## src/rtl/fsr_pkg.sv

```systemverilog
package fsr_pkg;

   typedef enum logic [1:0] {
      ST_IDLE = 2'd0,
      ST_HDR  = 2'd1,
      ST_DATA = 2'd2,
      ST_TAIL = 2'd3
   } fsr_state_e;

   localparam logic [7:0] OPC_PLAIN_READ = 8'h03;
   localparam logic [7:0] OPC_DUAL_READ  = 8'h3B;

endpackage

```

## src/rtl/fsr_sclk_gen.sv

```systemverilog
module fsr_sclk_gen #(
   parameter int HALF_DIV = 2
) (
   input  logic clk,
   input  logic rst_n,
   input  logic run_i,
   input  logic park_i,
   output logic sclk_o,
   output logic rise_o,
   output logic fall_o
);

   localparam int CW = (HALF_DIV > 1) ? $clog2(HALF_DIV) : 1;

   logic tick;
   logic ph_q;

   generate
      if (HALF_DIV == 1) begin : g_full_rate
         assign tick = run_i;
      end else begin : g_divided
         logic [CW-1:0] cnt_q;
         always_ff @(posedge clk or negedge rst_n) begin
            if (!rst_n) begin
               cnt_q <= '0;
            end else if (!run_i) begin
               cnt_q <= '0;
            end else if (cnt_q == CW'(HALF_DIV - 1)) begin
               cnt_q <= '0;
            end else begin
               cnt_q <= cnt_q + 1'b1;
            end
         end
         assign tick = run_i && (cnt_q == CW'(HALF_DIV - 1));
      end
   endgenerate

   always_ff @(posedge clk or negedge rst_n) begin
      if (!rst_n) begin
         ph_q   <= 1'b0;
         sclk_o <= 1'b0;
      end else if (!run_i) begin
         ph_q   <= 1'b0;
         sclk_o <= 1'b0;
      end else if (tick) begin
         ph_q   <= ~ph_q;
         sclk_o <= ~ph_q && !park_i;
      end
   end

   assign rise_o = tick && !ph_q;
   assign fall_o = tick && ph_q;

endmodule

```

## src/rtl/fsr_hdr_tx.sv

```systemverilog
module fsr_hdr_tx #(
   parameter int ADDR_W      = 24,
   parameter int DUMMY_BYTES = 1
) (
   input  logic              clk,
   input  logic              rst_n,
   input  logic              load_i,
   input  logic              shift_i,
   input  logic [7:0]        opcode_i,
   input  logic [ADDR_W-1:0] addr_i,
   output logic              mosi_o
);

   localparam int HDR_W = 8 + ADDR_W + 8 * DUMMY_BYTES;
   localparam int CMD_W = 8 + ADDR_W;

   logic [HDR_W-1:0] sr_q;
   logic [HDR_W-1:0] load_val;

   always_comb begin
      load_val = '0;
      load_val[HDR_W-1 -: CMD_W] = {opcode_i, addr_i};
   end

   always_ff @(posedge clk or negedge rst_n) begin
      if (!rst_n) begin
         sr_q <= '0;
      end else if (load_i) begin
         sr_q <= load_val;
      end else if (shift_i) begin
         sr_q <= {sr_q[HDR_W-2:0], 1'b0};
      end
   end

   assign mosi_o = sr_q[HDR_W-1];

endmodule

```

## src/rtl/fsr_rx_byte.sv

```systemverilog
module fsr_rx_byte (
   input  logic       clk,
   input  logic       rst_n,
   input  logic       clr_i,
   input  logic       sample_i,
   input  logic       dual_i,
   input  logic       io0_i,
   input  logic       io1_i,
   output logic       byte_done_o,
   output logic [7:0] data_o,
   output logic       valid_o
);

   logic [7:0] sr_q;
   logic [7:0] sr_next;
   logic [2:0] cnt_q;
   logic [2:0] cnt_last;

   assign cnt_last    = dual_i ? 3'd3 : 3'd7;
   assign sr_next     = dual_i ? {sr_q[5:0], io1_i, io0_i} : {sr_q[6:0], io1_i};
   assign byte_done_o = sample_i && (cnt_q == cnt_last);

   always_ff @(posedge clk or negedge rst_n) begin
      if (!rst_n) begin
         sr_q    <= '0;
         cnt_q   <= '0;
         data_o  <= '0;
         valid_o <= 1'b0;
      end else begin
         valid_o <= 1'b0;
         if (clr_i) begin
            cnt_q <= '0;
         end else if (sample_i) begin
            sr_q <= sr_next;
            if (cnt_q == cnt_last) begin
               cnt_q   <= '0;
               data_o  <= sr_next;
               valid_o <= 1'b1;
            end else begin
               cnt_q <= cnt_q + 1'b1;
            end
         end
      end
   end

endmodule

```

## src/rtl/spi_flash_reader.sv

```systemverilog
module spi_flash_reader #(
   parameter int         ADDR_W      = 24,
   parameter int         CNT_W       = 16,
   parameter int         HALF_DIV    = 2,
   parameter int         DUMMY_BYTES = 1,
   parameter logic [7:0] OPC_PLAIN   = fsr_pkg::OPC_PLAIN_READ,
   parameter logic [7:0] OPC_DUAL    = fsr_pkg::OPC_DUAL_READ
) (
   input  logic              clk,
   input  logic              rst_n,
   input  logic              start,
   input  logic              dual_mode,
   input  logic [ADDR_W-1:0] addr,
   input  logic [CNT_W-1:0]  byte_count,
   output logic              busy,
   output logic              done,
   output logic [7:0]        rd_data,
   output logic              rd_valid,
   output logic              spi_cs_n,
   output logic              spi_sclk,
   output logic              spi_io0_out,
   output logic              spi_io0_oe,
   input  logic              spi_io0_in,
   input  logic              spi_io1_in
);

   import fsr_pkg::*;

   localparam int SNG_W = 8 + ADDR_W;
   localparam int HDR_W = SNG_W + 8 * DUMMY_BYTES;
   localparam int HC_W  = $clog2(HDR_W + 1);

   generate
      if (HALF_DIV < 1) begin : g_bad_div
         $error("HALF_DIV must be at least 1");
      end
      if ((ADDR_W % 8) != 0 || ADDR_W < 8) begin : g_bad_addr
         $error("ADDR_W must be a positive multiple of 8");
      end
      if (CNT_W < 1) begin : g_bad_cnt
         $error("CNT_W must be at least 1");
      end
      if (DUMMY_BYTES < 0) begin : g_bad_dummy
         $error("DUMMY_BYTES must not be negative");
      end
   endgenerate

   fsr_state_e       state_q;
   logic             dual_q;
   logic [CNT_W-1:0] bytes_left_q;
   logic [HC_W-1:0]  hdr_cnt_q;
   logic [HC_W-1:0]  hdr_last;
   logic             accept;
   logic             sck_rise;
   logic             sck_fall;
   logic             byte_done;

   assign accept   = (state_q == ST_IDLE) && start && (byte_count != '0);
   assign hdr_last = dual_q ? HC_W'(HDR_W - 1) : HC_W'(SNG_W - 1);
   assign busy     = (state_q != ST_IDLE);

   fsr_sclk_gen #(
      .HALF_DIV (HALF_DIV)
   ) u_sclk (
      .clk    (clk),
      .rst_n  (rst_n),
      .run_i  (state_q != ST_IDLE),
      .park_i (state_q == ST_TAIL),
      .sclk_o (spi_sclk),
      .rise_o (sck_rise),
      .fall_o (sck_fall)
   );

   fsr_hdr_tx #(
      .ADDR_W      (ADDR_W),
      .DUMMY_BYTES (DUMMY_BYTES)
   ) u_hdr (
      .clk      (clk),
      .rst_n    (rst_n),
      .load_i   (accept),
      .shift_i  (sck_fall && (state_q == ST_HDR)),
      .opcode_i (dual_mode ? OPC_DUAL : OPC_PLAIN),
      .addr_i   (addr),
      .mosi_o   (spi_io0_out)
   );

   fsr_rx_byte u_rx (
      .clk         (clk),
      .rst_n       (rst_n),
      .clr_i       (state_q == ST_HDR),
      .sample_i    (sck_rise && (state_q == ST_DATA)),
      .dual_i      (dual_q),
      .io0_i       (spi_io0_in),
      .io1_i       (spi_io1_in),
      .byte_done_o (byte_done),
      .data_o      (rd_data),
      .valid_o     (rd_valid)
   );

   assign spi_io0_oe = !(dual_q && ((state_q == ST_DATA) || (state_q == ST_TAIL)));

   always_ff @(posedge clk or negedge rst_n) begin
      if (!rst_n) begin
         state_q      <= ST_IDLE;
         dual_q       <= 1'b0;
         bytes_left_q <= '0;
         hdr_cnt_q    <= '0;
         spi_cs_n     <= 1'b1;
         done         <= 1'b0;
      end else begin
         done <= 1'b0;
         case (state_q)
            ST_IDLE: begin
               if (start && (byte_count == '0)) begin
                  done <= 1'b1;
               end else if (accept) begin
                  state_q      <= ST_HDR;
                  dual_q       <= dual_mode;
                  bytes_left_q <= byte_count;
                  hdr_cnt_q    <= '0;
                  spi_cs_n     <= 1'b0;
               end
            end
            ST_HDR: begin
               if (sck_fall) begin
                  hdr_cnt_q <= hdr_cnt_q + 1'b1;
                  if (hdr_cnt_q == hdr_last) begin
                     state_q <= ST_DATA;
                  end
               end
            end
            ST_DATA: begin
               if (byte_done) begin
                  bytes_left_q <= bytes_left_q - 1'b1;
               end
               if (sck_fall && (bytes_left_q == '0)) begin
                  state_q <= ST_TAIL;
               end
            end
            ST_TAIL: begin
               if (sck_rise) begin
                  spi_cs_n <= 1'b1;
                  done     <= 1'b1;
                  state_q  <= ST_IDLE;
               end
            end
            default: state_q <= ST_IDLE;
         endcase
      end
   end

endmodule

```

## config.mk

```make
export PLATFORM = sky130hd
export DESIGN_NAME = spi_flash_reader
export DESIGN_NICKNAME = d
export VERILOG_FILES = /design/src/rtl/fsr_pkg.sv /design/src/rtl/fsr_sclk_gen.sv /design/src/rtl/fsr_hdr_tx.sv /design/src/rtl/fsr_rx_byte.sv /design/src/rtl/spi_flash_reader.sv
export SDC_FILE = /design/constraint.sdc
export NUM_CORES = 1
export LEC_CHECK = 0
export BUFFER_PORTS_ARGS = -buffer_cell sky130_fd_sc_hd__buf_2
export CAP_MARGIN = 15
export CORE_ASPECT_RATIO = 0.7
export CORE_UTILIZATION = 35
export CTS_BUF_LIST = sky130_fd_sc_hd__clkbuf_4 sky130_fd_sc_hd__clkbuf_8
export DETAILED_ROUTE_END_ITERATION = 8
export PLACE_DENSITY_LB_ADDON = 0.12
export SETUP_SLACK_MARGIN = 0.3
export SYNTH_ARGS = -nofsm -noshare
export SYNTH_HDL_FRONTEND = slang
export SYNTH_SLANG_ARGS = --single-unit
```

## constraint.sdc

```tcl
create_clock -name clk -period 2.27 [get_ports clk]
set_input_delay 0.1135 -clock clk [delete_from_list [all_inputs] [get_ports clk]]
set_output_delay 0.1135 -clock clk [all_outputs]
set_load 0.01 [all_outputs]
```

Word-level counts from Yosys, hierarchy flattened
Index checks and enable logic that the tools add are counted.
Widths: inputs -> output; s select.
- bits of input ports: 46
- logic and storage cells: 107
- output and inout port bits: 15
- register bits after elaboration: 89
- bitwise gates (word level): 3
- muxes and demuxes: 40
- equal/unequal tests: 13
- reduce and logical (&&, ||, !) cells: 33
- $add $sub $neg: 4
- operator list (operator ; count):
    $mux 40 ; 2
    $mux 16 ; 3
    $logic_not 16->1 ; 2
    $pmux 16 s2 ; 1
    $mux 6 ; 5
    $reduce_bool 16->1 ; 1
    $sub 16x1->16 const B ; 1
    $mux 1 ; 14
    $ne 2x2->1 const B ; 7
    $logic_and 1x1->1 ; 12
    $mux 2 ; 6
    $mux 3 ; 4
    $pmux 6 s2 ; 1
    $reduce_and 4->1 ; 3
    $reduce_bool 2->1 ; 6
    $mux 8 ; 1
    $pmux 2 s4 ; 1
    $add 6x1->6 const B ; 1
    $eq 6x6->1 ; 1
    $reduce_and 3->1 ; 2
    $reduce_and 6->1 ; 1
    $eq 2x2->1 const B ; 2
    $pmux 1 s2 ; 2
    $add 3x1->3 const B ; 1
    other kinds (9) ; 13

Depth between registers and ports, before layout
- word-level depth: 7
- depth in mapped cells: 9

Modules after synthesis
Synthesis repeated with hierarchy kept, for this count alone.
- cell total of the unflattened synthesis: 431
- area total of the unflattened synthesis: 4354.2 um2
- by module, submodules not included (module ; area each (um2) ; sequential area each (um2) ; cells each ; instances):
    spi_flash_reader ; 1829.3 ; 676.9 ; 213 ; 1
    fsr_hdr_tx ; 1515.2 ; 800.8 ; 139 ; 1
    fsr_rx_byte ; 878.3 ; 475.5 ; 68 ; 1
    fsr_sclk_gen ; 131.4 ; 75.1 ; 11 ; 1

Least setup slack after synthesis
Ideal clock, no wire load.
- path type: reg-to-reg
- start point: register state_q[0]
- end point: register state_q[1]
- cell stages (with the launch flop): 7
- period minus slack after synthesis: 2.198 ns
- path buffers: 0
- arrival: 2.073 ns
- path slack: 0.072 ns
- cell sequence: dfrtp_1 -> inv_1 -> ha_1 -> nand3b_1 -> or4_1 -> a211o_2 -> mux2_4
- longest elaborated chain between the ends: 6
- elaborated cells on any way between the ends: 19
- those cells by class: eq/ne: 9; mux: 1; reduce/logical: 9
- RTL lines (what ; RTL line ; RTL):
    start: declaration ; spi_flash_reader.sv:48 ; fsr_state_e state_q;
    start signal: assignment ; spi_flash_reader.sv:104 ; state_q <= ST_IDLE;
    start signal: assignment ; spi_flash_reader.sv:117 ; state_q <= ST_HDR;
    start signal: assignment ; spi_flash_reader.sv:128 ; state_q <= ST_DATA;
    $reduce_bool 2->1 ; spi_flash_reader.sv:67 ; .run_i (state_q != ST_IDLE),
    $logic_and 1x1->1 ; fsr_sclk_gen.sv:34 ; assign tick = run_i && (cnt_q == CW'(HALF_DIV - 1));
    $logic_and 1x1->1 ; fsr_sclk_gen.sv:52 ; assign fall_o = tick && ph_q;
    $logic_and 1x1->1 ; spi_flash_reader.sv:136 ; if (sck_fall && (bytes_left_q == '0)) begin
    $ne 2x1->1 (no line) ; -- ;
    $reduce_and 6->1 (no line) ; -- ;
Parallel ways exist; a longest one is shown, timed or not.
A chain may end at the register's enable or synchronous reset.

Final worst setup path
- start point: register bytes_left_q[11]
- end point: register state_q[1]
- longest elaborated chain between the ends: 4
- RTL lines (what ; RTL line ; RTL):
    start: declaration ; spi_flash_reader.sv:50 ; logic [CNT_W-1:0] bytes_left_q;
    start signal: assignment ; spi_flash_reader.sv:119 ; bytes_left_q <= byte_count;
    start signal: assignment ; spi_flash_reader.sv:134 ; bytes_left_q <= bytes_left_q - 1'b1;
    $logic_not 16->1 ; spi_flash_reader.sv:136 ;
    $logic_and 1x1->1 ; spi_flash_reader.sv:136 ;
    $ne 2x1->1 (no line) ; -- ;
    $reduce_and 6->1 (no line) ; -- ;
    end signal: assignment ; spi_flash_reader.sv:137 ; state_q <= ST_TAIL;
    end signal: assignment ; spi_flash_reader.sv:144 ; state_q <= ST_IDLE;
    end signal: assignment ; spi_flash_reader.sv:147 ; default: state_q <= ST_IDLE;
Every way passes these cells.

==> results by stage <==
Setup path:
- Data on the critical path is required at its endpoint by 2.52 ns.
- The worst setup path is captured at a register.
- STA classifies the critical path startpoint as a register.
- For the worst setup path, the data arrival time is 2.53 ns.
- The critical path class is reg2reg.
- The largest fanout of any net on the critical path is 2.

Pwr:
- The share of total power dissipated in combinational logic is 4.6%.
- After layout, the design draws a total of 0.00285 W.
- The net switching power is 0.000604 W.
- Cell internal power was estimated by the tool at 0.00224 W.
- The share of total power in the clock network is 44.8%.
- In this run the static leakage power is 2.58 nW.
- The proportion of power drawn by flip-flops and latches is 50.6%.
- Net switching is 21.2% of the power.
- The worst IR drop on VDD is 0.000316 V.
- In this run the power density over the cells is 500 nW/um^2.

Floorplanning:
- The placeable core region is 11100 sq um.
- The die outline area is 12000 sq um.
- The placement row count is 32.
- The width of the die is 131 um.
- For this design the top-level I/O count stands at 61.
- The die boundary height is 92.0 um.
- The starting density of the core is 36.4%.

Layout:
- 0 antenna diodes ended up in the layout.
- The fraction of the core area covered by cells at the end of the flow is 51.2%.
- The library cells used most frequently in the layout, excluding fill and tap cells, are 93 x nand2_1, 80 x dfrtp_1, 59 x buf_2.
- The library cell used most frequently in the layout, excluding fill and tap cells, is nand2_1.
- The share of post-route cells with drive strength above 1 is 31.6%.
- The layout-stage area growth over the synthesis result is 40.5%.
- In the final design database the tool counted 605 nets.

Synthesis:
- The synthesized area per cell is 9.47 sq um.
- The synthesized cell area is 4050 sq um.
- Synthesis produced a netlist with a net count of 481.
- The number of warning messages in the yosys log is 0.
- The count of state elements after synthesis is 81.
- The most used flip-flop cell after synthesis is dfrtp_1.
- The share of the Yosys chip area taken by registers is 50.0%.
- The async set-or-reset flop fraction in the synthesized netlist is 100%.
- The number of cells produced by synthesis is 428.
- Counting distinct cell types in the post-synthesis netlist gives 55.
- The number of flops mapped to enable cells by yosys is 0.

Global route:
- In the global route stage, overall resource usage came out at 18.7%.
- The remaining global-route overflow is 0.
- The first global-routing pass estimated 17.3 mm of wire.
- The initial antenna violation count is 0.
- The via count of the first global-routing pass came to 3417.
- The pin count of the biggest net entering global routing is 45.

Timing:
- The tightest hold path in the finished design has a slack of 0.0266 ns.
- The clock period minus final worst setup slack is 2.28 ns.
- The clock arrives with 0.00687 ns of skew.
- Static timing analysis puts the maximum clock frequency at 440 MHz.
- Setup violations remaining at the end of the flow were counted as 1.
- For the pin with the worst max-slew slack, the measured transition is 0.587 ns.
- The number of pins exceeding their max-slew limit in the final report is 0.
- The post-route worst setup slack is -0.00525 ns.
- The hold violation count in the final report is 0.
- Of the available clock period, the critical path in the final layout requires 100%.
- Summed over all failing endpoints, the final setup total negative slack is -0.00525 ns.
- The worst pin sits at a relative slew slack of 60.9%.
- Setup repair after global routing could not meet its margin everywhere.

Outcome:
- The final reports fail on negative setup slack.
- The run finished, with violations left.

Run:
- Across the run, the number of max-cap violations was 0.

Clock network:
- The clock root buffer is clkbuf_8.
- Counting every sink on the clock net gives 81.
- The maximum level of the CTS H-tree is 3.
- In this run, CTS created clock tree buffers numbering 9.
- The clock latency reported for the late side of the worst-skew pair is 0.36 ns.
- Clock-pin slew was measured on the worst setup and hold paths at 0.08 ns.
- In this run the deepest clock path goes through 2 buffers.
- TritonCTS built the clock tree.

Detailed routing:
- The overall via count from detail_route is 3544.
- The per-cell via count in the routed design is 4.99.
- The first TritonRoute pass finished after 4 iterations.
- The final layout contains routed wiring with a total length of 10.5 mm.
- The detail route stage leaves a number of antenna-violating nets equal to 0.
- The detailed router's first-iteration violation count is 299.
- After detailed routing, the average wire length per cell comes to 14.8 um.
- The DRC violation count after routing is 0.

Place:
- Once detailed placement completed, the half-perimeter wirelength came to 6.77 mm.
- Prior to clock tree synthesis, the placed netlist has a worst setup slack of 0.0284 ns.
- The final weighted congestion of routability-driven global placement is 0.826.
- Buffers placed on the I/O ports in this run total 60.

Hold path:
- The class of the most critical hold timing path is in2reg.
[worst paths after layout]
kind,endpoint,cells past startpoint,startpoint,slack [ns]
setup / recovery,state_q[1],5,bytes_left_q[11],-0.005
hold / removal,bytes_left_q[14],3,byte_count[14],0.03
min in group asynchronous,u_sclk.sclk_o,2,rst_n,0.29
max in group asynchronous,u_hdr.sr_q[22],3,rst_n,1.36
setup reg to reg,state_q[1],5,bytes_left_q[11],-0.005
hold reg to reg,u_rx.data_o[0],2,u_rx.data_o[0],0.47
[sequential cells by signal, indices dropped and copies added, names as in the netlist, 2 cells and up]
name	count
u_hdr.sr_q	32
bytes_left_q	16
u_rx.data_o	8
u_rx.sr_q	7
hdr_cnt_q	6
u_rx.cnt_q	3
state_q	2
[worst max-delay path, stage by stage, from the launching register on]
cell	delay, ns
dfrtp_1	0.38
or3_4	0.38
or2_4	0.24
or4_4	0.52
a211o_4	0.36
mux2_4	0.29
[layer usage]
metal	track usage [%]	vias to the layer above	wire length, um
met2	26.9	80	4560
li1	-	1771	-
met1	27.5	1683	5290
met3	4.20	10	517
met4	5.65	0	119
met5	0	-	0
[through the flow]
step	instances	cell area, sq um
final	710	5690
after global routing	710	5690
after CTS	700	5390
after detailed placement	647	4690
after global placement	647	4690
after floorplan	428	4060
[cells in the mapped netlist (all sizes together) (4+ instances only)]
cell	instances	share of area, %
o211ai	4	0.74
a31oi	6	0.93
inv	9	0.83
or3	5	0.77
nor3	6	0.86
nand2	95	9.0
nand4	4	0.62
o21ai	15	1.9
o22ai	7	1.1
nand3	9	1.1
a22oi	24	4.4
mux2i	12	3.0
xor2	4	0.86
nor2	34	3.4
or4	7	1.6
dfrtp	80	49
nor4	7	1.2
o31ai	4	0.74
a21oi	31	3.8
a211oi	4	0.74
clkbuf	12	1.1
ha	7	2.2
buf	11	1.8
xnor2	6	1.3
[power by group through the flow]
stage	registers, W	clock network (W)	logic [W]
after floorplan	0.00147	0	0.00000982
after global placement	0.00147	0	0.0000932
after detailed placement	0.00147	0	0.0000939
after CTS	0.00144	0.00132	0.000132
after global routing	0.00144	0.00139	0.000145
final	0.00144	0.00128	0.000130
[cell families after synthesis]
kind of cell               count (synthesis)  share of synthesized area [%]
and+or+nand+nor                          179                           20.8
AOI/OAI and AO/OA                        105                           17.5
DFF                                       81                           50.0
buffers and inverters                     32                           3.70
muxes                                     14                           3.61
xor gates and xnor gates                  10                           2.16
adders and majority gates                  7                           2.16
[cell type report]
cell class | instances | area (sq um)
Inverter | 9 | 33.8
Timing Repair Buffer | 135 | 1060
Clock buffer | 9 | 124
Sequential cell | 81 | 2030
Fill cell | 1069 | 5440
Tap cell | 153 | 191
Clock inverter | 7 | 118
Multi-Input combinational cell | 316 | 2140
[what timing repair did]
item                                    4_1_cts  5_1_grt
resized for setup                            19       41
endpoints found under the setup margin       44       57
gates cloned                                  2        1
pin swaps                                     4       24
setup buffers                                 6        9
hold buffers                                 29        0
endpoints found under the hold margin        70        0
No activity file was read; power rests on OpenSTA's default activity.
